===== config.mk =====
export PLATFORM = sky130hd
export DESIGN_NAME = edge_wake_unit
export DESIGN_NICKNAME = d
export VERILOG_FILES = /design/src/rtl/ewu_pkg.sv /design/src/rtl/ewu_sync.sv /design/src/rtl/ewu_edge_det.sv /design/src/rtl/ewu_regs.sv /design/src/rtl/edge_wake_unit.sv
export SDC_FILE = /design/constraint.sdc
export NUM_CORES = 1
export LEC_CHECK = 0
export BUFFER_PORTS_ARGS = -buffer_cell sky130_fd_sc_hd__buf_2
export CAP_MARGIN = 20
export CELL_PAD_IN_SITES_DETAIL_PLACEMENT = 1
export CELL_PAD_IN_SITES_GLOBAL_PLACEMENT = 2
export CORE_ASPECT_RATIO = 0.9
export CORE_MARGIN = 1.5
export CORE_UTILIZATION = 38
export CTS_CLUSTER_SIZE = 14
export DETAILED_ROUTE_END_ITERATION = 7
export PLACE_DENSITY = 0.84
export SYNTH_ARGS = -nofsm -noshare
export SYNTH_HDL_FRONTEND = slang
export SYNTH_SLANG_ARGS = --single-unit

===== constraint.sdc =====
create_clock -name clk -period 2.66 [get_ports clk]
set_input_delay 0.665 -clock clk [delete_from_list [all_inputs] [get_ports clk]]
set_output_delay 0.665 -clock clk [all_outputs]
set_load 0.05 [all_outputs]

===== src/rtl/ewu_pkg.sv =====
package ewu_pkg;
  typedef enum logic [1:0] {
    REG_ENABLE = 2'd0,
    REG_POLAR  = 2'd1,
    REG_PEND   = 2'd2,
    REG_SPARE  = 2'd3
  } reg_sel_e;
endpackage


===== src/rtl/ewu_sync.sv =====
module ewu_sync #(
  parameter int W      = 8,
  parameter int STAGES = 2
) (
  input  logic         clk,
  input  logic         rst,
  input  logic [W-1:0] d_i,
  output logic [W-1:0] q_o
);
  logic [W-1:0] chain_q [STAGES];

  always_ff @(posedge clk) begin
    if (rst) begin
      for (int s = 0; s < STAGES; s++) chain_q[s] <= '0;
    end else begin
      chain_q[0] <= d_i;
      for (int s = 1; s < STAGES; s++) chain_q[s] <= chain_q[s-1];
    end
  end

  assign q_o = chain_q[STAGES-1];
endmodule


===== src/rtl/ewu_edge_det.sv =====
module ewu_edge_det #(
  parameter int NCH    = 8,
  parameter int SETTLE = 3
) (
  input  logic           clk,
  input  logic           rst,
  input  logic [NCH-1:0] lvl_i,
  input  logic [NCH-1:0] pol_i,
  output logic [NCH-1:0] evt_o
);
  localparam int CW = $clog2(SETTLE + 1);

  logic [NCH-1:0] prev_q;
  logic [CW-1:0]  arm_cnt_q;
  logic           armed;

  assign armed = (arm_cnt_q == CW'(SETTLE));

  always_ff @(posedge clk) begin
    if (rst) begin
      prev_q    <= '0;
      arm_cnt_q <= '0;
    end else begin
      prev_q <= lvl_i;
      if (!armed) arm_cnt_q <= arm_cnt_q + 1'b1;
    end
  end

  for (genvar n = 0; n < NCH; n++) begin : g_ch
    logic rise, fall;
    assign rise     = lvl_i[n] & ~prev_q[n];
    assign fall     = ~lvl_i[n] & prev_q[n];
    assign evt_o[n] = armed & (pol_i[n] ? rise : fall);
  end

  // an event on a channel needs its level to have moved since the last cycle
  a_r2_evt_needs_change: assert property (@(posedge clk) disable iff (rst)
    ((evt_o & ~(lvl_i ^ prev_q)) == '0));
endmodule


===== src/rtl/ewu_regs.sv =====
module ewu_regs
  import ewu_pkg::*;
#(
  parameter int NCH = 8
) (
  input  logic           clk,
  input  logic           rst,
  input  logic           wr_en_i,
  input  logic [1:0]     wr_addr_i,
  input  logic [NCH-1:0] wr_data_i,
  input  logic [1:0]     rd_addr_i,
  input  logic [NCH-1:0] evt_i,
  output logic [NCH-1:0] en_o,
  output logic [NCH-1:0] pol_o,
  output logic [NCH-1:0] pend_o,
  output logic [NCH-1:0] rdata_o
);
  logic [NCH-1:0] en_q, pol_q, pend_q, rdata_q;
  logic [NCH-1:0] w1c_mask, pol_chg_mask, pend_nxt;
  logic           wr_en_sel, wr_pol_sel, wr_pend_sel;

  assign wr_en_sel   = wr_en_i && (wr_addr_i == REG_ENABLE);
  assign wr_pol_sel  = wr_en_i && (wr_addr_i == REG_POLAR);
  assign wr_pend_sel = wr_en_i && (wr_addr_i == REG_PEND);

  assign w1c_mask     = wr_pend_sel ? wr_data_i : '0;
  assign pol_chg_mask = wr_pol_sel ? (wr_data_i ^ pol_q) : '0;

  always_comb begin
    // event wins over a clear write, polarity change wins over both
    pend_nxt = ((pend_q & ~w1c_mask) | evt_i) & ~pol_chg_mask;
  end

  always_ff @(posedge clk) begin
    if (rst) begin
      en_q    <= '0;
      pol_q   <= '0;
      pend_q  <= '0;
      rdata_q <= '0;
    end else begin
      if (wr_en_sel)  en_q  <= wr_data_i;
      if (wr_pol_sel) pol_q <= wr_data_i;
      pend_q <= pend_nxt;
      case (reg_sel_e'(rd_addr_i))
        REG_ENABLE: rdata_q <= en_q;
        REG_POLAR:  rdata_q <= pol_q;
        REG_PEND:   rdata_q <= pend_q;
        default:    rdata_q <= '0;
      endcase
    end
  end

  assign en_o    = en_q;
  assign pol_o   = pol_q;
  assign pend_o  = pend_q;
  assign rdata_o = rdata_q;

  // a pending bit drops only through a clear write or a polarity change
  a_r3_sticky_pend: assert property (@(posedge clk) disable iff (rst)
    1'b1 |=> ((~$past(pend_q) | $past(w1c_mask) | $past(pol_chg_mask) | pend_q) == '1));
  // a pending bit rises only when the edge detector reported an event
  a_r2_set_by_event: assert property (@(posedge clk) disable iff (rst)
    1'b1 |=> ((pend_q & ~$past(pend_q) & ~$past(evt_i)) == '0));
  // a changed polarity bit leaves its pending bit cleared
  a_r7_pol_clears: assert property (@(posedge clk) disable iff (rst)
    wr_pol_sel |=> ((pend_q & $past(wr_data_i ^ pol_q)) == '0));
  // an event beats a same-cycle clear on the same bit
  a_r8_event_wins: assert property (@(posedge clk) disable iff (rst)
    (wr_pend_sel && ((evt_i & wr_data_i) != '0) && !wr_pol_sel)
      |=> ((pend_q & $past(evt_i & wr_data_i)) == $past(evt_i & wr_data_i)));
endmodule


===== src/rtl/edge_wake_unit.sv =====
module edge_wake_unit #(
  parameter int NCH         = 8,
  parameter int SYNC_STAGES = 2
) (
  input  logic           clk,
  input  logic           rst,
  input  logic [NCH-1:0] pin_i,
  input  logic           wr_en_i,
  input  logic [1:0]     wr_addr_i,
  input  logic [NCH-1:0] wr_data_i,
  input  logic [1:0]     rd_addr_i,
  output logic [NCH-1:0] rdata_o,
  output logic           irq_o,
  output logic           wake_o
);
  localparam int SETTLE = SYNC_STAGES + 1;

  logic [NCH-1:0] lvl, evt, en, pol, pend;
  logic           irq_q, wake_q;

  ewu_sync #(.W(NCH), .STAGES(SYNC_STAGES)) u_sync (
    .clk(clk), .rst(rst), .d_i(pin_i), .q_o(lvl)
  );

  ewu_edge_det #(.NCH(NCH), .SETTLE(SETTLE)) u_edge (
    .clk(clk), .rst(rst), .lvl_i(lvl), .pol_i(pol), .evt_o(evt)
  );

  ewu_regs #(.NCH(NCH)) u_regs (
    .clk(clk), .rst(rst),
    .wr_en_i(wr_en_i), .wr_addr_i(wr_addr_i), .wr_data_i(wr_data_i),
    .rd_addr_i(rd_addr_i), .evt_i(evt),
    .en_o(en), .pol_o(pol), .pend_o(pend), .rdata_o(rdata_o)
  );

  always_ff @(posedge clk) begin
    if (rst) begin
      irq_q  <= 1'b0;
      wake_q <= 1'b0;
    end else begin
      irq_q  <= |(pend & en);
      wake_q <= |(pend & en);
    end
  end

  assign irq_o  = irq_q;
  assign wake_o = wake_q;

  // outputs are low in the cycle after reset
  a_r1_reset_quiet: assert property (@(posedge clk)
    rst |=> (!irq_o && !wake_o));
  // a rising interrupt needs an enabled pending channel the cycle before
  a_r4_irq_source: assert property (@(posedge clk) disable iff (rst)
    $rose(irq_o) |-> ($past(pend & en) != '0));
  // the wake request tracks the interrupt
  a_r5_wake_tracks: assert property (@(posedge clk) disable iff (rst)
    wake_o == irq_o);
endmodule


==> results.json <==
{
  "p_int_mw": 1.31,
  "yosysWarnings": 0,
  "cpPeakStageDelay_ns": 0.33,
  "wl_per_cell_um": 14.6,
  "synth.avg_cell_area_um2": 9.80,
  "worst_ir_drop_vdd_mv": 0.385,
  "post_cts_resized": 0,
  "clock_power_share": 0.403,
  "port_buffers": 32,
  "die_y_um": 77.6,
  "dr_total_vias": 1745,
  "vias_per_cell": 5.03,
  "yosys_most_used_dff": "dfxtp_1",
  "grt_max_degree": 60,
  "cts.root.buffer_cell": "clkbuf_8",
  "gp_congestion": 0.733,
  "dpl.hpwl_mm": 3.50,
  "max_cap_viol_count": 0,
  "synth_top_area_share": 0.502,
  "clk_latency_ns": 0.35,
  "pin_count": 33,
  "min_path_cells": 1,
  "power.density_mw_per_mm2": 665,
  "fill_cells": 679,
  "ys_top_cells_by_area": "dfxtp_1 50%, mux2i_1 7.2%, nor2b_1 6.7%",
  "path_buf_inv": 1,
  "worst-setup-path-type": "reg -> out",
  "r2r_cells": 3,
  "path_cells": "buf_2",
  "cts_buffers": 9,
  "max_clock_freq_mhz": 624,
  "synth_edf_count": 0,
  "antenna_cells": 0,
  "syn_inst": 240,
  "fin_area_mm2": 0.00270,
  "fin_total_pwr_mw": 1.80,
  "tightest_slew_ns": 0.620,
  "status": "finished clean",
  "path_clk_slew_ns": 0.07,
  "critPathTopFamily": "flip-flops",
  "die_width_um": 85.9,
  "antenna_left": 0,
  "rsz0062_at_grt": "false",
  "setup_tns_ns": 0,
  "antenna_found_initial": 0,
  "combPwrFrac": 0.075,
  "grt_pass1_vias": 1662,
  "async_flop_share": 0,
  "synth_most_common_cell": "dfxtp_1",
  "grtUsageTotal": 0.165,
  "cp.required_ns": 2.00,
  "overflow": 0,
  "critPathLaunchType": "register",
  "cp_num_cells": 1,
  "clock_skew_ns": 0.00806,
  "ys_seq_elements": 59,
  "period_needed_ns": 1.60,
  "tritoncts": "yes",
  "drc_errors": 0,
  "relSlewSlack": 0.587,
  "postPlaceCellArea_mm2": 0.00252,
  "p_leak_nw": 1.08,
  "post-route-util": 0.464,
  "seqPwrFrac": 0.521,
  "yosysUniqueCellTypes": 25,
  "period_share": 0.602,
  "synth_area_leader_cell": "dfxtp_1",
  "post_cts_buffers": 0,
  "crit_fanout": 2,
  "dr.first_iter.drc_count": 71,
  "hold_viol": 0,
  "layout.nets": 296,
  "rrSetupSlack_ns": 1.35,
  "switching_share": 0.269,
  "cts_num_sinks": 59,
  "htreeDepth": 3,
  "synth_area_mm2": 0.00235,
  "wl_mm": 5.05,
  "initial_utilization": 0.404,
  "finalSetupViolCount": 0,
  "critical_path_arrival_ns": 0.94,
  "grt_pass1_wl_mm": 8.24,
  "rows": 26,
  "cts_max_path_buffers": 2,
  "first_pass_iters": 4,
  "cp_slowest_cell": "dfxtp_1",
  "die-area_mm2": 0.00667,
  "cts_hold_buf": 0,
  "p_sw_mw": 0.484,
  "synth_common_cells": "59 x dfxtp_1, 32 x nand2_1, 25 x nor2b_1",
  "crit_path_end_kind": "output port",
  "hp-class": "reg -> reg",
  "syn_nets": 264,
  "area_delta_synth_final_pct": 14.9,
  "drive_gt1_frac": 0.224,
  "core-area_mm2": 0.00582,
  "slew_violations": 0,
  "ys_seq_area_frac": 0.502
}
power by group through the flow:
| stage | clock network (mW) | registers [mW] | logic (mW) |
|---|---|---|---|
| floorplan | 0 | 0.955 | 0.0902 |
| global placement | 0 | 0.954 | 0.132 |
| detailed placement | 0 | 0.957 | 0.138 |
| CTS | 0.752 | 0.937 | 0.139 |
| global route | 0.803 | 0.940 | 0.153 |
| finish | 0.725 | 0.937 | 0.135 |
final timing paths:
path,from,to
max,wake_o$_SDFF_PP0_,irq_o
min,u_sync.chain_q[0][0]$_SDFF_PP0_,u_sync.chain_q[0][8]$_SDFF_PP0_
max reg2reg,u_edge.arm_cnt_q[0]$_SDFFE_PP0N_,u_regs.pend_o[4]$_SDFF_PP0_
min reg2reg,u_sync.chain_q[0][0]$_SDFF_PP0_,u_sync.chain_q[0][8]$_SDFF_PP0_
metal layers:
| metal | global-route usage | up-vias | wire length [um] |
|---|---|---|---|
| met5 | 0 | - | 0 |
| met4 | 0.0581 | 0 | 48 |
| met3 | 0.0766 | 5 | 223 |
| met2 | 0.233 | 39 | 2210 |
| met1 | 0.219 | 818 | 2570 |
| li1 | - | 883 | - |
cell usage in the layout, fill, tap and decap left out, drive strengths merged:
master / n
a21oi: 16
a221oi: 8
a22oi: 4
a41oi: 1
and3b: 9
buf: 35
clkbuf: 9
clkinv: 3
clkinvlp: 3
dfxtp: 59
ha: 1
inv: 1
mux2i: 17
nand2: 32
nand2b: 1
nand3b: 1
nor2: 10
nor2b: 25
nor3b: 9
o21ai: 16
or2: 8
xor2: 9
cell families after synthesis:
logic type,count (synthesis),synth area share
compound gates,45,0.120
xor+xnor,9,0.0335
fa+ha+maj,1,0.00532
buf+inv,14,0.0415
flops,59,0.502
mux,17,0.0724
simple gates,95,0.225
sequential cells by signal, indices dropped and copies added (netlist names):
name / count
u_sync.chain_q: 16
u_edge.prev_q: 8
u_regs.en_o: 8
u_regs.pend_o: 8
u_regs.pol_o: 8
u_regs.rdata_o: 8
u_edge.arm_cnt_q: 2
wake_o: 1
layout make-up:
cell class	instances	area (um^2)	share of cell area
timing repair buffer	35	183	0.0676
sequential	59	1180	0.437
multi-input combinational	167	1070	0.397
clock inverter	7	53.8	0.0199
clock buffer	9	124	0.0459
tap	70	87.6	0.0324
per-stage QoR:
step	hold WS, ns	setup WS, ns	instances
global placement	0.416	1.01	331
global route	0.460	1.00	347
finish	0.440	1.06	347
floorplan	0.414	1.10	240
detailed placement	0.428	0.986	331
CTS	0.445	1.03	347
Power figures use the tool's default switching activity.
